<file path="config.mk">
export PLATFORM = sky130hd
export DESIGN_NAME = sysctl_top
export DESIGN_NICKNAME = d
export VERILOG_FILES = /design/src/rtl/sysctl_pkg.sv /design/src/rtl/sysctl_bus_decode.sv /design/src/rtl/sysctl_read_mux.sv /design/src/rtl/sysctl_cmd_unit.sv /design/src/rtl/sysctl_top.sv
export SDC_FILE = /design/constraint.sdc
export NUM_CORES = 1
export LEC_CHECK = 0
export ABC_AREA = 1
export BUFFER_PORTS_ARGS = -buffer_cell sky130_fd_sc_hd__buf_2
export CAP_MARGIN = 5
export CORE_ASPECT_RATIO = 1.25
export CORE_UTILIZATION = 33
export DETAILED_ROUTE_END_ITERATION = 8
export GPL_ROUTABILITY_DRIVEN = 0
export MAX_ROUTING_LAYER = met4
export PLACE_DENSITY = 0.86
export SYNTH_ARGS = -nofsm -noshare
export SYNTH_HDL_FRONTEND = slang
export SYNTH_SLANG_ARGS = --single-unit
</file>
<file path="constraint.sdc">
create_clock -name clk -period 1.92 [get_ports clk]
set_clock_uncertainty 0.1 [all_clocks]
set_input_delay 0.288 -clock clk [delete_from_list [all_inputs] [get_ports clk]]
set_output_delay 0.288 -clock clk [all_outputs]
set_load 0.01 [all_outputs]
</file>
<file path="src/rtl/sysctl_pkg.sv">
package sysctl_pkg;

    localparam int SYSCTL_ADDR_W = 8;
    localparam int SYSCTL_DATA_W = 32;
    localparam int SYSCTL_NUM_REQ = 3;

    localparam logic [SYSCTL_ADDR_W-1:0] OFS_CAPS = 8'h00;
    localparam logic [SYSCTL_ADDR_W-1:0] OFS_CMD  = 8'h04;

    localparam logic [SYSCTL_DATA_W-1:0] CAPS_WORD = 32'h0000_0001;

    // Command codes; request vector bit i corresponds to code i+1
    typedef enum logic [1:0] {
        CMD_NOP   = 2'd0,
        CMD_RESET = 2'd1,
        CMD_HALT  = 2'd2,
        CMD_PANIC = 2'd3
    } sysctl_cmd_e;

    // Decoded view of one bus cycle
    typedef struct packed {
        logic rd_caps;   // read access phase at capability offset
        logic wr_cmd;    // write access phase at command offset
        logic miss;      // access phase at neither register
    } sysctl_dec_t;

    // True when the full data word is one of the defined codes
    function automatic logic cmd_in_range(input logic [SYSCTL_DATA_W-1:0] word);
        return word <= SYSCTL_DATA_W'(CMD_PANIC);
    endfunction

    // True when the word selects a code that latches the halt flag
    function automatic logic cmd_stops(input logic [SYSCTL_DATA_W-1:0] word);
        return (word == SYSCTL_DATA_W'(CMD_HALT)) || (word == SYSCTL_DATA_W'(CMD_PANIC));
    endfunction

endpackage

</file>
<file path="src/rtl/sysctl_bus_decode.sv">
module sysctl_bus_decode
    import sysctl_pkg::*;
#(
    parameter int                ADDR_W   = SYSCTL_ADDR_W,
    parameter logic [ADDR_W-1:0] CAPS_OFS = OFS_CAPS,
    parameter logic [ADDR_W-1:0] CMD_OFS  = OFS_CMD
) (
    input  logic              psel,
    input  logic              penable,
    input  logic              pwrite,
    input  logic [ADDR_W-1:0] paddr,
    output sysctl_dec_t       dec
);

    logic access;
    logic hit_caps;
    logic hit_cmd;

    always_comb begin
        access   = psel && penable;
        hit_caps = (paddr == CAPS_OFS);
        hit_cmd  = (paddr == CMD_OFS);

        dec.rd_caps = access && !pwrite && hit_caps;
        dec.wr_cmd  = access &&  pwrite && hit_cmd;
        dec.miss    = access && !(hit_caps || hit_cmd);
    end

endmodule

</file>
<file path="src/rtl/sysctl_read_mux.sv">
module sysctl_read_mux
    import sysctl_pkg::*;
#(
    parameter int                DATA_W = SYSCTL_DATA_W,
    parameter logic [DATA_W-1:0] CAPS   = CAPS_WORD
) (
    input  sysctl_dec_t       dec,
    output logic [DATA_W-1:0] rdata
);

    // Only the capability word is readable; everything else reads as zero
    always_comb begin
        rdata = '0;
        if (dec.rd_caps) begin
            rdata = CAPS;
        end
    end

endmodule

</file>
<file path="src/rtl/sysctl_cmd_unit.sv">
module sysctl_cmd_unit
    import sysctl_pkg::*;
#(
    parameter int DATA_W  = SYSCTL_DATA_W,
    parameter int NUM_REQ = SYSCTL_NUM_REQ
) (
    input  logic               clk,
    input  logic               rst,
    input  sysctl_dec_t        dec,
    input  logic [DATA_W-1:0]  wdata,
    output logic [NUM_REQ-1:0] req,
    output logic               halted,
    output logic               miss_strobe
);

    logic               accept;
    logic [NUM_REQ-1:0] req_q;
    logic               halted_q;
    logic               miss_q;

    // A command counts only when it is in range and the block is not halted
    assign accept = dec.wr_cmd && cmd_in_range(wdata) && !halted_q;

    for (genvar i = 0; i < NUM_REQ; i++) begin : g_req
        always_ff @(posedge clk) begin
            if (rst) begin
                req_q[i] <= 1'b0;
            end else begin
                req_q[i] <= accept && (wdata == DATA_W'(i + 1));
            end
        end
    end

    always_ff @(posedge clk) begin
        if (rst) begin
            halted_q <= 1'b0;
            miss_q   <= 1'b0;
        end else begin
            miss_q <= dec.miss;
            if (accept && cmd_stops(wdata)) begin
                halted_q <= 1'b1;
            end
        end
    end

    assign req         = req_q;
    assign halted      = halted_q;
    assign miss_strobe = miss_q;

endmodule

</file>
<file path="src/rtl/sysctl_top.sv">
module sysctl_top
    import sysctl_pkg::*;
#(
    parameter int ADDR_W = SYSCTL_ADDR_W,
    parameter int DATA_W = SYSCTL_DATA_W
) (
    input  logic              clk,
    input  logic              rst,
    input  logic              psel,
    input  logic              penable,
    input  logic              pwrite,
    input  logic [ADDR_W-1:0] paddr,
    input  logic [DATA_W-1:0] pwdata,
    output logic [DATA_W-1:0] prdata,
    output logic              pready,
    output logic              reset_req,
    output logic              halt_req,
    output logic              panic_req,
    output logic              halted,
    output logic              unmapped_access,
    output logic              irq
);

    localparam int NREQ = SYSCTL_NUM_REQ;

    sysctl_dec_t       dec;
    logic [NREQ-1:0]   req_vec;
    logic [DATA_W-1:0] irq_en_q;
    logic              irq_src_q;

    sysctl_bus_decode #(
        .ADDR_W   (ADDR_W),
        .CAPS_OFS (ADDR_W'(OFS_CAPS)),
        .CMD_OFS  (ADDR_W'(OFS_CMD))
    ) u_decode (
        .psel    (psel),
        .penable (penable),
        .pwrite  (pwrite),
        .paddr   (paddr),
        .dec     (dec)
    );

    sysctl_read_mux #(
        .DATA_W (DATA_W),
        .CAPS   (DATA_W'(CAPS_WORD))
    ) u_rmux (
        .dec   (dec),
        .rdata (prdata)
    );

    sysctl_cmd_unit #(
        .DATA_W  (DATA_W),
        .NUM_REQ (NREQ)
    ) u_cmd (
        .clk         (clk),
        .rst         (rst),
        .dec         (dec),
        .wdata       (pwdata),
        .req         (req_vec),
        .halted      (halted),
        .miss_strobe (unmapped_access)
    );

    // Interrupt state exists but has no setting path
    always_ff @(posedge clk) begin
        if (rst) begin
            irq_en_q  <= '0;
            irq_src_q <= 1'b0;
        end else begin
            irq_en_q  <= irq_en_q;
            irq_src_q <= 1'b0;
        end
    end

    assign irq       = irq_src_q && (|irq_en_q);
    assign pready    = 1'b1;
    assign reset_req = req_vec[CMD_RESET - 1];
    assign halt_req  = req_vec[CMD_HALT - 1];
    assign panic_req = req_vec[CMD_PANIC - 1];

endmodule

</file>
# --- Word level (Yosys, flattened, before mapping) ---
# Index checks and enable logic that the tools add are counted.
word_totals:
  input_bits: 45
  ff_bits: 5
  word_cells: 29
classes:
  eq_ne: 4
  mux: 1
  n_lt_le_gt_ge: 1
  reduce_logical: 18
op_table:
  columns: ["op", "n"]
  rows:
  - ["== test 32 x 2 -> 1 bit (second input constant)", 2]
  - ["== test 32 x 1 -> 1 bit (second input constant)", 1]
  - ["<= comparator 32 x 2 -> 1 bit (second input constant)", 1]
  - ["logical AND 1 bit", 12]
  - ["== test 8 x 3 -> 1 bit (second input constant)", 1]
  - ["zero test 8 bit", 1]
  - ["zero test 1 bit", 3]
  - ["logical OR 1 bit", 2]
  - ["2-to-1 mux 1 bit", 1]

# --- Depth between registers and ports, before layout ---
logic_depth:
  ltp_word: 6
  depth_mapped: 8
  mapped_depth_nobuf: 8

# --- Hierarchy ---
# A second synthesis with hierarchy kept.
hier_totals:
  hier_cells: 117
  hier_area_um2: 706.9
by_module_without_submodules:
  columns: ["module", "area_each_um2", "cells_per_inst", "instances", "seq_area_each_um2"]
  rows:
  - ["sysctl_cmd_unit", 320.3, 53, 1, 100.1]
  - ["sysctl_read_mux", 244.0, 33, 1, 0.0]
  - ["sysctl_bus_decode", 120.1, 27, 1, 0.0]
  - ["sysctl_top", 22.5, 4, 1, 0.0]

# --- Worst setup path after synthesis ---
# Ideal clock, no wire load.
synth_path:
  path_kind: "input-to-output"
  from: "input port paddr[1]"
  to: "output port prdata[0]"
  path_stages: 4
  path_buffers: 1
  arrival_time_ns: 0.754
  slack_ns: 0.778
  cell_sequence: "nor2_2 -> nand4_1 -> nor3_1 -> buf_4"
synth_rtl:
  columns: ["item", "line", "rtl"]
  rows:
  - ["start: declaration", "sysctl_top.sv:12", "input logic [ADDR_W-1:0] paddr,"]
  - ["end: declaration", "sysctl_top.sv:14", "output logic [DATA_W-1:0] prdata,"]

# --- Final worst setup path ---
layout_path:
  from: "input port paddr[3]"
  to: "output port prdata[0]"
layout_between:
  elab_chain_len: 3
layout_rtl:
  columns: ["item", "line", "rtl"]
  rows:
  - ["zero test 8 bit", "sysctl_bus_decode.sv:21", "hit_caps = (paddr == CAPS_OFS);"]
  - ["logical AND 1 bit", "sysctl_bus_decode.sv:24", "dec.rd_caps = access && !pwrite && hit_caps;"]
  - ["2-to-1 mux 1 bit", "sysctl_read_mux.sv:14", "if (dec.rd_caps) begin"]
# Every way passes these cells.

==> flow_summary.json <==
{
  "grt_setup_unrepaired": "false",
  "drt-total-wl_um": 1171,
  "final-setup-viol-count": 0,
  "final_design_area_no_fill_um2": 774.5,
  "post_synth_instance_area_um2": 613.1,
  "drive_above_1_share_pct": 38.41,
  "power_leakage_nw": 0.4838,
  "crit_path_start_kind": "primary input",
  "grt_first_pass_wirelength_um": 1607,
  "detail_route.wl_per_cell_um": 6.888,
  "drtAntennaViolNets": 0,
  "max-clock-path-buffers": 2,
  "worst_hold_path.endpoint": "u_cmd.miss_strobe",
  "mostFrequentLayoutCell": "sky130_fd_sc_hd__buf_2",
  "synth_sequential_area_ratio_pct": 16.33,
  "routed_via_density": 3.812,
  "global_route.usage.met2_pct": 23.81,
  "hold_viol": 0,
  "grt_antenna_before_repair": 0,
  "timing.hold.worst.class": "in -> reg",
  "finalWorstPathRequiredPeriod_ns": 1.300,
  "timing.rr.end": "u_cmd.halted",
  "most-common-layout-cells": "50 x sky130_fd_sc_hd__buf_2, 33 x sky130_fd_sc_hd__conb_1, 23 x sky130_fd_sc_hd__nor2_1, 13 x sky130_fd_sc_hd__nand2_1, 7 x sky130_fd_sc_hd__inv_1",
  "synthToLayoutAreaGrowth_pct": 26.33,
  "stdcell_count": 170,
  "first_pass_iters": 4,
  "placed_instance_count": 166,
  "synth.avg_cell_area_um2": 6.131,
  "power.density_cell_area_nw_per_um2": 419.6,
  "synth_simple_gate_area_share_pct": 35.71,
  "layout.core_utilization_pct": 44.40,
  "start_util_pct": 35.15,
  "crit_type": "in -> out",
  "yosys.area_share.adder_pct": 0,
  "final_max_slew_viol_count": 0,
  "htree_levels": 1,
  "fin_ws_ns": 0.6197,
  "maxCapViolCount": 0,
  "grt_usage_pct": 11.72,
  "post-layout-total-power_mw": 0.3250,
  "status": "finished, final reports clean",
  "grt_pass1_vias": 486,
  "worst_r2r_startpoint": "u_cmd.halted",
  "clock.fmax_mhz": 769.1,
  "yosys_warnings": 0,
  "grt-ovfl-total": 0,
  "antenna_cells": 0,
  "hp-start": "rst",
  "io_pins": 84,
  "placeableCoreArea_um2": 1744,
  "met3_usage_pct": 2.212,
  "layout.nets": 197,
  "fp.dieArea_um2": 2035,
  "detailedRoute.firstIterationViolations": 2,
  "worst-r2r-cell-count": 7,
  "post-route-drc-count": 0,
  "dpl-instance-area_um2": 748.2,
  "synth.area.top_cells": "sky130_fd_sc_hd__buf_4 42%, sky130_fd_sc_hd__dfxtp_1 16%, sky130_fd_sc_hd__nor2_1 14%",
  "setup.reg_to_reg.worst_slack_ns": 0.79,
  "critical_path_peak_fanout": 2,
  "width_of_the_die_um": 40.55,
  "cts.repair.resized": 0,
  "layout_worst_path_cycle_share_pct": 67.72,
  "cts_inserted_buffers": 3,
  "cts_tree": "yes",
  "synth_xor_area_share_pct": 0,
  "vias": 648,
  "cts_root_buffer": "sky130_fd_sc_hd__clkbuf_4",
  "yosysUniqueCellTypes": 11,
  "io_buffer_count": 50,
  "hpwl_um": 1076,
  "critical_path_required_ns": 1.53,
  "synth_top_family_by_area": "buffers and inverters",
  "post-synth-top-area-cell": "sky130_fd_sc_hd__buf_4",
  "tns_ns": 0,
  "fin_hold_ws_ns": 0.1517,
  "pre_cts_slack_ns": 0.6151,
  "postCtsHoldBufs": 0,
  "grt.met1_usage_pct": 7.609,
  "synthesis.instances": 100,
  "synth_mux_area_share_pct": 0,
  "cts.clk_slew.worst_paths_ns": 0.04,
  "synth_top_cell_area_share_pct": 41.63,
  "min_delay_path_depth": 2,
  "cts_setup_buffers": 0,
  "arrival_ns": 0.91,
  "grt_start_max_net_pins": 5,
  "clk_latency_ns": 0.25,
  "ys_ff_latch": 5,
  "worst_ir_drop_vdd_mv": 0.1319,
  "clock_sinks": 5,
  "die_height_um": 50.19,
  "fill_cells": 201,
  "synth-compound-area-share_pct": 0.8163,
  "floorplan.rows": 17,
  "worstSetupEndpointType": "output pin",
  "grt_most_used_layer": "met2"
}
## how the worst max path moves through the flow
stage                end  slack [ns]  depth (start not counted)     start
2_1_floorplan  prdata[0]        0.78                          4  paddr[1]
3_3_place_gp   prdata[0]        0.62                          5  paddr[1]
3_5_place_dp   prdata[0]        0.62                          5  paddr[7]
4_1_cts        prdata[0]        0.61                          5  paddr[3]
5_1_grt        prdata[0]        0.51                          5  paddr[3]
6_report       prdata[0]        0.62                          5  paddr[3]
## area by class of cell
cell class / instances / area [µm²] / share of cell area (%)
Clock buffer: 4 / 26.28 / 3.393
Sequential cell: 5 / 100.1 / 12.92
Multi-Input combinational cell: 85 / 347.8 / 44.91
Timing Repair Buffer: 50 / 250.2 / 32.31
Inverter: 7 / 26.28 / 3.393
Tap cell: 19 / 23.77 / 3.069
## sequential cells by signal, indices dropped and copies added, names as in the netlist
| name | cells |
|---|---|
| u_cmd.req | 3 |
| u_cmd.miss_strobe | 1 |
| u_cmd.halted | 1 |
## metal layers
metal	part of all wire, %	up-vias	wire [µm]
met5	0	-	0
met4	1.7	0	20
met3	20	2	233
met2	48	61	566
met1	30	247	351
li1	-	338	-
## power by group
group | internal, mW | switching [mW]
sequential | 0.105 | 0.000128
clock | 0.0786 | 0.0445
combinational | 0.0407 | 0.0559
total | 0.224 | 0.101
## synthesized netlist by cell type
library cell and number:
sky130_fd_sc_hd__buf_4 34, sky130_fd_sc_hd__conb_1 2, sky130_fd_sc_hd__dfxtp_1 5, sky130_fd_sc_hd__inv_1 7, sky130_fd_sc_hd__nand2_1 13, sky130_fd_sc_hd__nand3_1 4
sky130_fd_sc_hd__nand4_1 2, sky130_fd_sc_hd__nor2_1 23, sky130_fd_sc_hd__nor2_2 5, sky130_fd_sc_hd__nor3_1 4, sky130_fd_sc_hd__o21ai_0 1
## critical path: stages
cell	delay, ns
sky130_fd_sc_hd__buf_2	0.11
sky130_fd_sc_hd__nor2_1	0.10
sky130_fd_sc_hd__nand4_1	0.12
sky130_fd_sc_hd__nor3_1	0.14
sky130_fd_sc_hd__buf_2	0.15
## logic make-up (layout without fill, tap and decap cells)
logic type | Yosys count | in the layout
AO/OA/AOI/OAI | 1 | 1
buffers and inverters | 41 | 61
other | 2 | 33
flip-flops | 5 | 5
AND/OR/NAND/NOR | 51 | 51
Note: power is estimated with default switching activity, not from simulation.
